<file path="config.mk">
export PLATFORM = sky130hd
export DESIGN_NAME = gpio_port_ctrl
export DESIGN_NICKNAME = d
export VERILOG_FILES = /design/src/rtl/gpio_pkg.sv /design/src/rtl/gpio_dir_decode.sv /design/src/rtl/gpio_in_sync.sv /design/src/rtl/gpio_read_mux.sv /design/src/rtl/gpio_port_ctrl.sv
export SDC_FILE = /design/constraint.sdc
export NUM_CORES = 1
export LEC_CHECK = 0
export BUFFER_PORTS_ARGS = -buffer_cell sky130_fd_sc_hd__buf_2
export CAP_MARGIN = 20
export CORE_UTILIZATION = 50
export CTS_BUF_LIST = sky130_fd_sc_hd__clkbuf_8
export DETAILED_ROUTE_END_ITERATION = 10
export GPL_TIMING_DRIVEN = 0
export HOLD_SLACK_MARGIN = 0.02
export PLACE_DENSITY = 0.85
export SLEW_MARGIN = 20
export SYNTH_ARGS = -nofsm -noshare
export SYNTH_HDL_FRONTEND = slang
export SYNTH_SLANG_ARGS = --single-unit
</file>
<file path="constraint.sdc">
create_clock -name clk -period 1.4 [get_ports clk]
set_input_delay 0.28 -clock clk [delete_from_list [all_inputs] [get_ports clk]]
set_output_delay 0.28 -clock clk [all_outputs]
set_load 0.05 [all_outputs]
</file>
<file path="src/rtl/gpio_pkg.sv">
package gpio_pkg;

  // Per-pin direction field encoding
  typedef enum logic [1:0] {
    DIR_OFF    = 2'd0,
    DIR_OUT_LO = 2'd1,
    DIR_IN     = 2'd2,
    DIR_OUT_HI = 2'd3
  } dir_code_e;

  localparam int CFG_ADDR    = 0;
  localparam int DAT_ADDR    = 1;
  localparam int SYNC_STAGES = 2;

endpackage

</file>
<file path="src/rtl/gpio_dir_decode.sv">
module gpio_dir_decode #(
  parameter int PIN_COUNT = 16
) (
  input  logic [2*PIN_COUNT-1:0] cfg,
  output logic [PIN_COUNT-1:0]   in_mask,
  output logic [PIN_COUNT-1:0]   out_mask
);

  for (genvar g = 0; g < PIN_COUNT; g++) begin : g_pin
    gpio_pkg::dir_code_e code;
    assign code        = gpio_pkg::dir_code_e'(cfg[2*g +: 2]);
    assign in_mask[g]  = (code == gpio_pkg::DIR_IN);
    assign out_mask[g] = (code == gpio_pkg::DIR_OUT_LO) || (code == gpio_pkg::DIR_OUT_HI);
  end

endmodule

</file>
<file path="src/rtl/gpio_in_sync.sv">
module gpio_in_sync #(
  parameter int PIN_COUNT = 16,
  parameter int STAGES    = 2
) (
  input  logic                 clk,
  input  logic                 rst_n,
  input  logic [PIN_COUNT-1:0] d,
  output logic [PIN_COUNT-1:0] q
);

  logic [STAGES-1:0][PIN_COUNT-1:0] chain_q;

  always_ff @(posedge clk or negedge rst_n) begin
    if (!rst_n) chain_q <= '0;
    else        chain_q <= {chain_q[STAGES-2:0], d};
  end

  assign q = chain_q[STAGES-1];

endmodule

</file>
<file path="src/rtl/gpio_read_mux.sv">
module gpio_read_mux #(
  parameter int PIN_COUNT = 16,
  parameter int ADDR_W    = 2
) (
  input  logic                   clk,
  input  logic                   rst_n,
  input  logic [ADDR_W-1:0]      addr,
  input  logic [2*PIN_COUNT-1:0] cfg_q,
  input  logic [PIN_COUNT-1:0]   dat_q,
  input  logic [PIN_COUNT-1:0]   in_mask,
  input  logic [PIN_COUNT-1:0]   out_mask,
  input  logic [PIN_COUNT-1:0]   pins_sync,
  output logic [2*PIN_COUNT-1:0] rdata
);

  localparam int W = 2*PIN_COUNT;
  localparam logic [ADDR_W-1:0] A_CFG = ADDR_W'(gpio_pkg::CFG_ADDR);
  localparam logic [ADDR_W-1:0] A_DAT = ADDR_W'(gpio_pkg::DAT_ADDR);

  logic [PIN_COUNT-1:0] merged;
  logic [W-1:0]         rdata_d;

  assign merged = (pins_sync & in_mask) | (dat_q & out_mask);

  always_comb begin
    rdata_d = '0;
    if (addr == A_CFG)      rdata_d = cfg_q;
    else if (addr == A_DAT) rdata_d = {{PIN_COUNT{1'b0}}, merged};
  end

  always_ff @(posedge clk or negedge rst_n) begin
    if (!rst_n) rdata <= '0;
    else        rdata <= rdata_d;
  end

endmodule

</file>
<file path="src/rtl/gpio_port_ctrl.sv">
module gpio_port_ctrl #(
  parameter int PIN_COUNT = 16,
  parameter int ADDR_W    = 2
) (
  input  logic                   clk,
  input  logic                   rst_n,
  input  logic                   bus_we,
  input  logic [ADDR_W-1:0]      bus_addr,
  input  logic [2*PIN_COUNT-1:0] bus_wdata,
  output logic [2*PIN_COUNT-1:0] bus_rdata,
  input  logic [PIN_COUNT-1:0]   pin_in,
  output logic [PIN_COUNT-1:0]   pin_out,
  output logic [PIN_COUNT-1:0]   pin_oe
);

  localparam logic [ADDR_W-1:0] A_CFG = ADDR_W'(gpio_pkg::CFG_ADDR);
  localparam logic [ADDR_W-1:0] A_DAT = ADDR_W'(gpio_pkg::DAT_ADDR);

  logic [2*PIN_COUNT-1:0] cfg_q;
  logic [PIN_COUNT-1:0]   dat_q;
  logic [PIN_COUNT-1:0]   in_mask, out_mask, pins_sync;

  // Direction and data registers; data keeps every written bit
  always_ff @(posedge clk or negedge rst_n) begin
    if (!rst_n) begin
      cfg_q <= '0;
      dat_q <= '0;
    end else if (bus_we) begin
      if (bus_addr == A_CFG) cfg_q <= bus_wdata;
      if (bus_addr == A_DAT) dat_q <= bus_wdata[PIN_COUNT-1:0];
    end
  end

  gpio_dir_decode #(.PIN_COUNT(PIN_COUNT)) u_decode (
    .cfg      (cfg_q),
    .in_mask  (in_mask),
    .out_mask (out_mask)
  );

  gpio_in_sync #(.PIN_COUNT(PIN_COUNT), .STAGES(gpio_pkg::SYNC_STAGES)) u_sync (
    .clk   (clk),
    .rst_n (rst_n),
    .d     (pin_in),
    .q     (pins_sync)
  );

  gpio_read_mux #(.PIN_COUNT(PIN_COUNT), .ADDR_W(ADDR_W)) u_rmux (
    .clk       (clk),
    .rst_n     (rst_n),
    .addr      (bus_addr),
    .cfg_q     (cfg_q),
    .dat_q     (dat_q),
    .in_mask   (in_mask),
    .out_mask  (out_mask),
    .pins_sync (pins_sync),
    .rdata     (bus_rdata)
  );

  assign pin_oe  = out_mask;
  assign pin_out = dat_q & out_mask;

endmodule

</file>
## After elaboration in Yosys (flattened, before gate mapping)

Index checks and enable logic that the tools add are counted.

| word-level totals | value |
|---|---|
| word-level logic and storage cells | 78 |
| input port bits | 53 |
| output and inout bits | 64 |
| register bits | 112 |

| cells by class | value |
|---|---|
| reduce and logical (&&, ||, !) cells | 19 |
| bitwise logic cells | 3 |
| multiplexer cells | 2 |
| eq/ne operators | 49 |

Operator list:

| kind | number |
|---|---|
| 2-bit equality test, second input constant | 32 |
| 2-bit by 1-bit equality test with 1-bit output, second input constant | 17 |
| 16-bit bitwise AND | 2 |
| 32-bit 2-to-1 mux | 1 |
| 1-bit logical OR | 16 |
| 16-bit 2-to-1 mux | 1 |
| 16-bit OR | 1 |
| 2-bit AND reduction | 2 |
| 2-bit logical NOT | 1 |

## Longest topological paths before layout

| depth | value |
|---|---|
| word-level depth | 6 |
| depth in mapped cells | 6 |
| depth with buffers taken out | 3 |

## Modules after synthesis

Synthesis repeated with hierarchy kept, for this count alone.

| second synthesis, totals | value |
|---|---|
| cells, all modules | 302 |
| area, all modules | 4341.7 µm² |

By module, submodules not included:

| module | cells each | times used | area an instance (µm²) | seq. area each (µm²) |
|---|---|---|---|---|
| gpio_port_ctrl | 118 | 1 | 1919.3 | 1201.2 |
| gpio_read_mux | 104 | 1 | 1341.3 | 800.8 |
| gpio_in_sync | 48 | 1 | 920.9 | 800.8 |
| gpio_dir_decode | 32 | 1 | 160.2 | 0.0 |

## Least setup slack after synthesis

Ideal clock, no wire load.

| timing path | value |
|---|---|
| path kind | input -> register |
| start point | input bus_addr[1] |
| end point | register cfg_q[0] |
| required time | 1275 ps |
| arrival time | 1254 ps |
| buffers on the path | 3 |
| slack | 20 ps |
| cell stages on the path | 6 |
| library setup time | 125 ps |
| path through | buf_4 -> nor2_4 -> and2_1 -> buf_4 -> buf_6 -> mux2_4 |

| between the ends | value |
|---|---|
| cells in the longest elaborated chain, start to end | 2 |

Ends and longest elaborated chain:

| element | line | text |
|---|---|---|
| start: declaration | gpio_port_ctrl.sv:8 | `input logic [ADDR_W-1:0] bus_addr,` |
| 2-bit logical NOT | gpio_port_ctrl.sv:29 | `if (bus_addr == A_CFG) cfg_q <= bus_wdata;` |
| 2-bit AND reduction (no source line) | - |  |
| end signal: assignment | gpio_port_ctrl.sv:29 |  |
| end: declaration | gpio_port_ctrl.sv:19 | `logic [2*PIN_COUNT-1:0] cfg_q;` |

Every way passes these cells.
A chain may end at the register's enable or synchronous reset.

## Final worst setup path

| timing path | value |
|---|---|
| start point | register cfg_q[30] |
| end point | output pin_out[15] |

| between the ends | value |
|---|---|
| cells in the longest elaborated chain, start to end | 3 |
| elaborated cells on any way between the ends | 4 |
| classes of those cells | 2 x eq/ne; 1 x bitwise; 1 x reduce/logical |

Ends and longest elaborated chain:

| element | line | text |
|---|---|---|
| 2-bit by 1-bit equality test with 1-bit output or 2-bit equality test (tied branches) | gpio_dir_decode.sv:13 | `assign out_mask[g] = (code == gpio_pkg::DIR_OUT_LO) \|\| (code == gpio_pkg::DIR_OUT_HI);` |
| 1-bit logical OR * | gpio_dir_decode.sv:13 |  |
| 16-bit bitwise AND * | gpio_port_ctrl.sv:60 | `assign pin_out = dat_q & out_mask;` |
| end: declaration | gpio_port_ctrl.sv:12 | `output logic [PIN_COUNT-1:0] pin_out,` |

Mark *: on every way between the ends. The rest lies on a longest branch, timed or not.

==> key figures <==
STA
  – Slew @ Worst Pin: 0.662 ns
  – Worst setup margin: 0.00231 ns
  – Final setup viols: 0
  – Period utilization: 99.8%
  – Crit path time final: 1.40 ns
  – Skew final: 0.0105 ns
  – Fmax: 0.715 GHz
  – Final Hold Vio Count: 0
  – Slew Limit Headroom: 55.9%
  – Worst hold slack: 0.0409 ns
  – RSZ-0062 raised after global routing: yes
  – Max-slew violation count: 0

Die
  – Initial core utilization: 52.9%
  – Full die area: 8720 µm²
  – Floorplan row count: 32
  – Ports: 117
  – Core footprint: 7890 µm²
  – Die X: 93.4 µm
  – Die Y: 93.4 µm

Setup path
  – Data required, critical path: 1.12 ns
  – Crit path buf inv count: 1
  – Crit Path Max Fanout: 3
  – Crit-path cells: and2_4, buf_8
  – RR Endpoint: u_rmux.rdata[6]$_DFF_PN0_
  – CP peak stage delay: 0.44 ns
  – CP max stage cell: dfrtp_1
  – Family with the most delay on the worst path: flip-flops
  – Worst EP arrival: 1.12 ns
  – Critical path type: reg -> out
  – Worst R2R Start: cfg_q[12]$_DFFE_PN0P_
  – Startpoint Class: register
  – R2R depth: 4
  – Worst Setup End Kind: output pin
  – Worst reg2reg setup slack: 0.19 ns

Pwr
  – Static leakage: 0.00283 µW
  – P per Cell Area: 1520 nW/µm²
  – Worst vdd ir: 0.854 mV
  – Switching share of power: 33.3%
  – Power share of the combinational group: 30.1%
  – Sequential share of power: 45.4%
  – Net Sw Power: 2850 µW
  – Clock network power share: 24.4%
  – Internal cell power: 5710 µW

Routing
  – First-pass detailed-route iteration total: 5
  – Via count: 2755
  – Via density: 4.93
  – DR WL/cell: 16.5 µm
  – Final WL: 9250 µm
  – Met1 Wirelength: 3880 µm
  – Metal3 WL: 455 µm
  – Met2 wire len: 4730 µm
  – Top routing layer in use: met4
  – Drt drc: 0
  – Initial DRC Count: 104
  – Antenna Violating Nets Remaining: 0

Layout
  – Final Cell Area: 5630 µm²
  – Area growth from synthesis to layout: 34.8%
  – Share of cells above drive strength 1: 49.2%
  – Fillcell total: 540
  – Seq. cell area: 2800 µm²
  – # diodes: 0
  – Multi-input logic area: 1210 µm²
  – Total Nets Final: 505

Min path
  – Tightest Hold Check Type: in -> reg
  – WHS Endpoint: u_sync.chain_q[15]$_DFF_PN0_
  – Worst Hold Path Cells: 1
  – Hold Crit Start: pin_in[15]

Synthesis
  – Mux cell area share after synthesis: 15.6%
  – Synthesized area: 4170 µm²
  – Simple-Gate Fraction of Synth Area: 9.29%
  – Synth Net Count: 342
  – Top post-synthesis cells by area: dfrtp_1 67%, mux2_4 11%, mux2_2 4.9%
  – Mean Syn Cell Area: 14.4 µm²
  – Post-synth ARST share: 100%
  – Seq/Total Area, Yosys: 67.1%
  – Yosys cell types: 20
  – Post-Synth XOR/XNOR Area: 0%
  – Compound-gate portion of the synthesized area: 3.39%
  – Synth warnings: 0
  – Synth Flop Type: dfrtp_1
  – Most frequent cells after synthesis: 112 x dfrtp_1, 30 x mux2_4, 21 x and2_1, 21 x nor2_1, 19 x clkbuf_1
  – Yosys top cell area share: 67.1%
  – Synth Area in Adders: 0%
  – Largest family of logic cells by synthesized area: multiplexers
  – Number of enable flip-flop cells after synthesis: 0
  – Post-Synthesis Cells: 289
  – Most common cell in the netlist: dfrtp_1
  – Synth area leader: dfrtp_1
  – Synth Register Bits: 112

Global route
  – Grt total ovfl: 0
  – Initial antenna violation count: 0
  – Tot GR Track Use: 22.5%
  – Largest net degree at the start of global routing: 83
  – First-pass GRT wire length: 14500 µm
  – Vias in the first global route: 2880

Place
  – Routability cong.: 0.772
  – Placed cell area: 4910 µm²
  – Input/output buffers: 115
  – Detail Placement HPWL: 5900 µm
  – Setup WS pre-CTS: -0.201 ns

Status
  – Status: complete, no violations

Clock network
  – Num CTS Buffers: 9
  – Clock Latency Late Sink: 0.37 ns
  – Clock tree buffer depth: 2
  – TritonCTS clock tree: built
  – H-tree depth: 3
  – Clock-pin slew on the worst setup and hold paths: 0.10 ns
  – Root buf cell: clkbuf_8
  – TritonCTS Sinks: 112

Flow run
  – Max_cap viols: 0
## registers in the layout (all words and copies together) (netlist names)
register	count
cfg_q	32
u_sync.q	16
u_sync.chain_q	16
u_rmux.rdata	32
dat_q	16
## what timing repair did
action / in CTS / in global routing
gates resized for setup: 38 / 33
hold endpoints to repair: 43 / 0
setup buffers: 14 / 8
pin swaps: 1 / 3
hold buffers: 14 / 0
setup endpoints to repair: 31 / 25
## worst max-delay path by stage
stage,start,endpoint,cells past startpoint,slack (ns)
2_1_floorplan,bus_addr[1],cfg_q[0]$_DFFE_PN0P_,6,0.02
3_3_place_gp,rst_n,u_sync.chain_q[8]$_DFF_PN0_,1,-1.14
3_5_place_dp,bus_addr[1],cfg_q[10]$_DFFE_PN0P_,6,-0.20
4_1_cts,cfg_q[30]$_DFFE_PN0P_,pin_out[15],2,-0.01
5_1_grt,cfg_q[30]$_DFFE_PN0P_,pin_out[15],2,-0.04
6_report,cfg_q[30]$_DFFE_PN0P_,pin_out[15],2,0.002
## power by group through the flow
stage / logic, µW / clock network [µW] / registers, µW
after CTS: 2420 / 2110 / 3880
after global placement: 2060 / 0 / 3940
after floorplan: 1280 / 0 / 4190
final: 2580 / 2090 / 3890
after global routing: 2720 / 2220 / 3940
after detailed placement: 2110 / 0 / 3960
## area by class of cell
class,instances,share of cell area [%]
Inverter,13,0.867
Clock inverter,7,1.73
Clock buffer,9,2.20
Tap cell,102,2.27
Buffer,27,2.49
Multi-Input combinational cell,137,21.5
Timing Repair Buffer,152,19.1
Sequential cell,112,49.8
## worst reg2reg max path, cell delays in order (launching register included)
cell and delay [ns]:
dfrtp_1 0.42, buf_4 0.14, buf_4 0.13, nand3b_1 0.15, a311oi_1 0.27
## placed cells by master, fill, tap and decap left out
master	Yosys	layout
nand3b_2	1	1
o21ai_0	1	1
buf_6	4	21
nand4b_1	1	1
nand2_2	0	6
inv_1	13	10
buf_8	0	3
inv_2	0	4
mux2_2	18	18
mux2_4	30	30
nand2_1	15	9
dfrtp_2	0	1
and2_4	0	4
and2_1	21	17
buf_16	0	1
a311oi_1	12	12
dlygate4sd3_1	0	14
buf_1	1	1
dfrtp_1	112	111
nand3b_1	12	12
a21oi_1	1	1
nor2_1	21	21
clkinv_4	0	3
clkbuf_4	0	4
buf_4	2	33
clkinvlp_4	0	1
clkbuf_8	0	9
bufinv_16	0	2
clkbuf_1	19	19
o31a_1	3	3
buf_2	1	83
nor2_4	1	1
## per-stage QoR
step                utilization, %  setup TNS [ns]  cells  total power [µW]
finish                        71.3               0    559              8560
global route                  71.3          -0.181    559              8880
CTS                           69.5         -0.0146    551              8400
detailed placement            62.3           -8.23    507              6070
global placement              61.8         -134.73    506              6000
floorplan                        -               0    289              5470
## routing by layer
layer  global-route usage, %  up-vias
met4                    8.21        0
met3                    4.07       17
li1                        -     1271
met5                       0        -
met2                    38.9       98
met1                    28.4     1369
## cells by family (layout without fill, tap and decap cells)
kind of cell	Yosys count	count (layout)
AO/OA/AOI/OAI	17	17
buffers and inverters	40	208
flip-flops	112	112
multiplexers	48	48
AND/OR/NAND/NOR	72	72
Power figures use the tool's default switching activity.
